<file path="config.mk">
export PLATFORM = sky130hd
export DESIGN_NAME = prot_fet_pwr_ctrl
export DESIGN_NICKNAME = d
export VERILOG_FILES = /design/src/rtl/fpm_pkg.sv /design/src/rtl/fpm_sync.sv /design/src/rtl/fpm_fet_map.sv /design/src/rtl/fpm_mode_ctl.sv /design/src/rtl/prot_fet_pwr_ctrl.sv
export SDC_FILE = /design/constraint.sdc
export NUM_CORES = 1
export LEC_CHECK = 0
export CORE_UTILIZATION = 25
export CTS_BUF_LIST = sky130_fd_sc_hd__clkbuf_4
export CTS_CLUSTER_DIAMETER = 100
export CTS_CLUSTER_SIZE = 14
export DETAILED_ROUTE_END_ITERATION = 6
export SLEW_MARGIN = 10
export SYNTH_ARGS = -nofsm -noshare
export SYNTH_HDL_FRONTEND = slang
export SYNTH_HIERARCHICAL = 1
export SYNTH_SLANG_ARGS = --single-unit
</file>
<file path="constraint.sdc">
create_clock -name clk -period 1.75 [get_ports clk]
set_clock_uncertainty 0.2 [all_clocks]
set_input_delay 0.175 -clock clk [delete_from_list [all_inputs] [get_ports clk]]
set_output_delay 0.175 -clock clk [all_outputs]
set_load 0.005 [all_outputs]
</file>
<file path="src/rtl/fpm_pkg.sv">
package fpm_pkg;
    localparam int FET_W = 3;
    localparam int MUX_W = 3;

    // bit positions within the transistor code
    localparam int PRE_BIT = 0;
    localparam int DIS_BIT = 1;
    localparam int CHG_BIT = 2;

    localparam logic [MUX_W-1:0] MUX_GROUND   = 3'b000;
    localparam logic [MUX_W-1:0] MUX_MONITOR  = 3'b001;
    localparam logic [MUX_W-1:0] MUX_LAST_OK  = 3'b011;

    typedef enum logic [1:0] {
        MODE_USUAL = 2'b00,
        MODE_SAVE  = 2'b01,
        MODE_DOWN  = 2'b10
    } pwr_mode_e;

    typedef enum logic [1:0] {
        ST_RUN  = 2'b00,
        ST_DOWN = 2'b01,
        ST_WAKE = 2'b10
    } pwr_state_e;

    typedef struct packed {
        pwr_state_e       st;
        logic [FET_W-1:0] fet;
        logic [MUX_W-1:0] mux;
    } ctl_t;
endpackage

</file>
<file path="src/rtl/fpm_sync.sv">
module fpm_sync #(
    parameter int STAGES = 2
) (
    input  logic clk,
    input  logic rst_n,
    input  logic din,
    output logic dout
);
    localparam int N = (STAGES < 1) ? 1 : STAGES;

    logic [N-1:0] chain_d, chain_q;

    generate
        if (N == 1) begin : g_single
            always_comb chain_d = din;
        end else begin : g_multi
            always_comb chain_d = {chain_q[N-2:0], din};
        end
    endgenerate

    always_ff @(posedge clk or negedge rst_n) begin
        if (!rst_n) chain_q <= '0;
        else        chain_q <= chain_d;
    end

    assign dout = chain_q[N-1];
endmodule

</file>
<file path="src/rtl/fpm_fet_map.sv">
module fpm_fet_map
    import fpm_pkg::*;
(
    input  logic [FET_W-1:0] code,
    input  logic             dis_ovr,
    input  logic             chg_ovr,
    input  logic             force_off,
    output logic             chg_off,
    output logic             dis_off,
    output logic             pre_off
);
    logic [FET_W-1:0] off_lvl;
    logic [FET_W-1:0] ovr_mask;

    // per-FET override mask: charge override covers charge and pre-charge
    always_comb begin
        ovr_mask          = '0;
        ovr_mask[PRE_BIT] = chg_ovr;
        ovr_mask[CHG_BIT] = chg_ovr;
        ovr_mask[DIS_BIT] = dis_ovr;
    end

    generate
        for (genvar i = 0; i < FET_W; i++) begin : g_lvl
            always_comb off_lvl[i] = force_off | ovr_mask[i] | ~code[i];
        end
    endgenerate

    assign chg_off = off_lvl[CHG_BIT];
    assign dis_off = off_lvl[DIS_BIT];
    assign pre_off = off_lvl[PRE_BIT];
endmodule

</file>
<file path="src/rtl/fpm_mode_ctl.sv">
module fpm_mode_ctl
    import fpm_pkg::*;
(
    input  logic             clk,
    input  logic             rst_n,
    input  logic             charger_s,
    input  logic             pd_req,
    input  logic             resume_req,
    input  logic             fet_wr,
    input  logic [FET_W-1:0] fet_code,
    input  logic             mux_wr,
    input  logic [MUX_W-1:0] mux_code,
    output pwr_state_e       state,
    output logic [FET_W-1:0] fet_q_o,
    output logic [MUX_W-1:0] mux_q_o
);
    ctl_t ctl_d, ctl_q;

    always_comb begin
        ctl_d = ctl_q;
        unique case (ctl_q.st)
            ST_RUN: begin
                if (pd_req && !charger_s) begin
                    ctl_d.st = ST_DOWN;
                end else begin
                    if (fet_wr) ctl_d.fet = fet_code;
                    if (mux_wr && (mux_code <= MUX_LAST_OK)) ctl_d.mux = mux_code;
                end
            end
            ST_DOWN: begin
                if (charger_s) ctl_d.st = ST_WAKE;
            end
            ST_WAKE: begin
                if (resume_req) begin
                    ctl_d.st  = ST_RUN;
                    ctl_d.fet = '0;
                    ctl_d.mux = MUX_GROUND;
                end
            end
            default: ctl_d.st = ST_DOWN;
        endcase
    end

    always_ff @(posedge clk or negedge rst_n) begin
        if (!rst_n) begin
            ctl_q.st  <= ST_RUN;
            ctl_q.fet <= '0;
            ctl_q.mux <= MUX_GROUND;
        end else begin
            ctl_q <= ctl_d;
        end
    end

    assign state   = ctl_q.st;
    assign fet_q_o = ctl_q.fet;
    assign mux_q_o = ctl_q.mux;


    pd_enter_chk: assert property (@(posedge clk) disable iff (!rst_n)
        (ctl_q.st == ST_RUN && pd_req && !charger_s) |=> (ctl_q.st == ST_DOWN));


    pd_refuse_chk: assert property (@(posedge clk) disable iff (!rst_n)
        (ctl_q.st == ST_RUN && pd_req && charger_s) |=> (ctl_q.st == ST_RUN));


    down_hold_chk: assert property (@(posedge clk) disable iff (!rst_n)
        (ctl_q.st != ST_RUN && !(ctl_q.st == ST_WAKE && resume_req))
        |=> ($stable(ctl_q.fet) && $stable(ctl_q.mux) && ctl_q.st != ST_RUN));


    resume_clear_chk: assert property (@(posedge clk) disable iff (!rst_n)
        (ctl_q.st == ST_WAKE && resume_req)
        |=> (ctl_q.st == ST_RUN && ctl_q.fet == '0 && ctl_q.mux == MUX_GROUND));
endmodule

</file>
<file path="src/rtl/prot_fet_pwr_ctrl.sv">
module prot_fet_pwr_ctrl
    import fpm_pkg::*;
#(
    parameter int SYNC_STAGES = 2
) (
    input  logic       clk,
    input  logic       rst_n,
    input  logic       fet_wr,
    input  logic [2:0] fet_code,
    input  logic       mux_wr,
    input  logic [2:0] mux_code,
    input  logic       pd_req,
    input  logic       resume_req,
    input  logic       charger_in,
    input  logic       dis_ovr,
    input  logic       chg_ovr,
    output logic       chg_off,
    output logic       dis_off,
    output logic       pre_off,
    output logic       reg_en,
    output logic       mon_en,
    output logic [1:0] pwr_mode
);
    logic             charger_s;
    pwr_state_e       state;
    logic [FET_W-1:0] fet_q;
    logic [MUX_W-1:0] mux_q;
    logic             down_any;

    fpm_sync #(.STAGES(SYNC_STAGES)) u_chg_sync (
        .clk   (clk),
        .rst_n (rst_n),
        .din   (charger_in),
        .dout  (charger_s)
    );

    fpm_mode_ctl u_mode (
        .clk        (clk),
        .rst_n      (rst_n),
        .charger_s  (charger_s),
        .pd_req     (pd_req),
        .resume_req (resume_req),
        .fet_wr     (fet_wr),
        .fet_code   (fet_code),
        .mux_wr     (mux_wr),
        .mux_code   (mux_code),
        .state      (state),
        .fet_q_o    (fet_q),
        .mux_q_o    (mux_q)
    );

    assign down_any = (state != ST_RUN);

    fpm_fet_map u_map (
        .code      (fet_q),
        .dis_ovr   (dis_ovr),
        .chg_ovr   (chg_ovr),
        .force_off (down_any),
        .chg_off   (chg_off),
        .dis_off   (dis_off),
        .pre_off   (pre_off)
    );

    always_comb begin
        reg_en = (state != ST_DOWN);
        mon_en = (state == ST_RUN) && (mux_q == MUX_MONITOR);
        if (down_any)    pwr_mode = MODE_DOWN;
        else if (mon_en) pwr_mode = MODE_USUAL;
        else             pwr_mode = MODE_SAVE;
    end


    dis_ovr_chk: assert property (@(posedge clk) disable iff (!rst_n)
        dis_ovr |-> dis_off);


    chg_ovr_chk: assert property (@(posedge clk) disable iff (!rst_n)
        chg_ovr |-> (chg_off && pre_off));


    down_safe_chk: assert property (@(posedge clk) disable iff (!rst_n)
        (pwr_mode == MODE_DOWN) |-> (chg_off && dis_off && pre_off && !mon_en));


    mon_mode_chk: assert property (@(posedge clk) disable iff (!rst_n)
        mon_en |-> (pwr_mode == MODE_USUAL && reg_en));
endmodule

</file>
==> impl_metrics.yaml <==
placed_design:
  io_buffers: 21
  dpl_cell_area_sq_um: 896
  place_hpwl_microns: 1030
  gp_congestion: 0.728
logic_synthesis:
  ys_types: 24
  syn_inst: 52
  ys_seq_area_share_pct: 43.8
  yosys_warnings: 6
  avgSynthCellArea_sq_um: 11.0
  ys_seq_elements: 10
  synth_nets: 71
  synth_area_sq_um: 572
critical_path:
  cp.required_ps: 1370
  cp-start-kind: "flip-flop"
  worstSetupPathType: "flip-flop to primary output"
  critPathArrivalTime_ps: 1400
  setup.worst_path.end_class: "primary output"
  cp_max_fo: 5
layout:
  final_core_util_pct: 48.7
  n_antenna_cell: 0
  drive_gt1_share_pct: 38.5
  area_growth_pct: 75.5
  final_cell_mix: "clkdlybuf4s50_1, buf_4, dfrtp_1"
  design_area_sq_um: 1000
  layout_commonest_cell: "clkdlybuf4s50_1"
  fin_nets: 112
floorplan:
  ios: 22
  die_w_microns: 49.8
  start_util_pct: 27.7
  die_y_microns: 49.8
  fp.coreArea_sq_um: 2060
  dieArea_sq_um: 2480
  rows: 16
drt:
  drc: 0
  wire_per_inst_microns: 12.1
  first_pass_iters: 4
  routed_wl_microns: 1420
  postRouteAntennaNets: 0
  viasPerCell: 4.58
  drt-initial-drc-count: 6
  num_vias: 540
timing:
  timing.fmax_ghz: 0.563
  whs_ps: 40.8
  setup_viol: 4
  rsz0062_at_grt: "yes"
  setup_tns_ps: -65.3
  worstMarginPinSlew_ps: 480
  fin_crit_sh_pct: 101
  hold_viol: 0
  max_slew_margin_pct: 67.9
  period_needed_ps: 1780
  setup_ws_ps: -25.0
  slew_violations: 0
global_routing:
  grt_max_degree: 11
  grt_pass1_wl_microns: 2220
  antenna_found_initial: 0
  grt_use_total_pct: 12.0
  grt_overflow_total: 0
  grt_pass1_vias: 537
flow_run:
  drv_cap: 0
clock_network:
  clkLatencyLatePin_ps: 260
  cts_sinks: 10
  hold_buffers: 0
  clk_pin_slew_ps: 60
  htree_levels: 1
  clock-root-buffer: "clkbuf_4"
  clk_path_buf_depth: 2
  numCtsBuffers: 3
  cts_tree: "yes"
hold_path:
  hp-class: "primary input to asynchronous set/reset pin"
power_and_ir_drop:
  p_per_area_nw_per_um2: 1420
  finalPower_mw: 1.43
  vdd_drop_max_v: 0.000544
  p_leak_nw: 0.441
run_status:
  violations: "setup timing"
  status: "complete, but fails checks"
==> routing by layer <==
layer  share of wire (%)  global-route usage [%]  vias to the layer above
met3                 5.3                    3.40                        2
met1                  42                    14.2                      251
met4                0.98                    5.71                        0
met2                  51                    19.6                       15
li1                    -                       -                      272
met5                   0                       0                        -
==> cells by family after synthesis <==
group | synth area share [%]
adders and majority gates | 8.75
muxes | 5.47
AOI/OAI and AO/OA | 15.5
DFF | 43.8
and+or+nand+nor | 21.9
buffers and inverters | 4.60
==> report_power, final <==
group | switching (mW) | leakage, nW | internal [mW]
sequential | 0.0387 | 0.126 | 0.302
combinational | 0.376 | 0.300 | 0.555
clock | 0.0744 | 0.0138 | 0.0793
total | 0.489 | 0.441 | 0.936
==> timing repair <==
item / in CTS / in global routing
pin swaps: 4 / 10
setup buffers: 3 / 2
endpoints found under the setup margin: 11 / 10
gates resized for setup: 26 / 12
==> path summary, 6_finish.rpt <==
kind                                        from               endpoint  slack [ps]  cells past startpoint
setup reg to reg                 u_mode/state[1]        u_mode/state[1]         -30                      6
setup / recovery                 u_mode/state[1]                chg_off         -30                      3
min in group clk                      charger_in  u_chg_sync/chain_q[0]         150                      1
hold reg to reg            u_chg_sync/chain_q[0]  u_chg_sync/chain_q[1]         160                      0
hold / removal                             rst_n      u_mode/mux_q_o[2]          40                      1
max in group asynchronous                  rst_n      u_mode/fet_q_o[2]         980                      1
==> per-stage QoR <==
stage | cells | worst slack [ps]
after floorplan | 52 | 17.4
after global placement | 110 | -80.2
after detailed placement | 110 | -88.1
after CTS | 116 | -112
after global routing | 118 | -85.6
final | 118 | -25.0
==> sequential cells by signal, summed over array words and instances (netlist names) <==
register / count
u_mode/state: 2
u_chg_sync/chain_q: 2
u_mode/fet_q_o: 3
u_mode/mux_q_o: 3
==> critical path, cell delays in order, from the launching register on <==
cell,delay [ps]
dfrtp_1,390
or2_4,280
or3b_1,340
buf_2,130
==> synthesized netlist by cell type (all sizes together) <==
library cell   n  area share, %
nor2b          2            2.2
o21a           1            1.3
a32o           3            5.3
o21ba          1            1.8
or3b           3            4.6
nand4          2            2.2
nand2          4            2.6
and2           1            1.1
mux2i          2            3.5
nand2b         3            4.6
or3            1            1.1
buf            1            1.3
or2            1            1.5
ha             4            8.8
o2111ai        1            1.5
a21boi         1            1.3
o211ai         2            2.6
nor3           1           0.87
a222oi         1            1.8
inv            5            3.3
dfrtp         10             44
mux2           1            2.0
and3           1            1.1
==> final cells by class <==
type | count | area (sq um)
Clock buffer | 3 | 22.5
Fill cell | 203 | 1060
Inverter | 5 | 28.8
Multi-Input combinational cell | 36 | 353
Sequential cell | 10 | 250
Tap cell | 27 | 33.8
Timing Repair Buffer | 37 | 315
No activity file was read; power rests on OpenSTA's default activity.
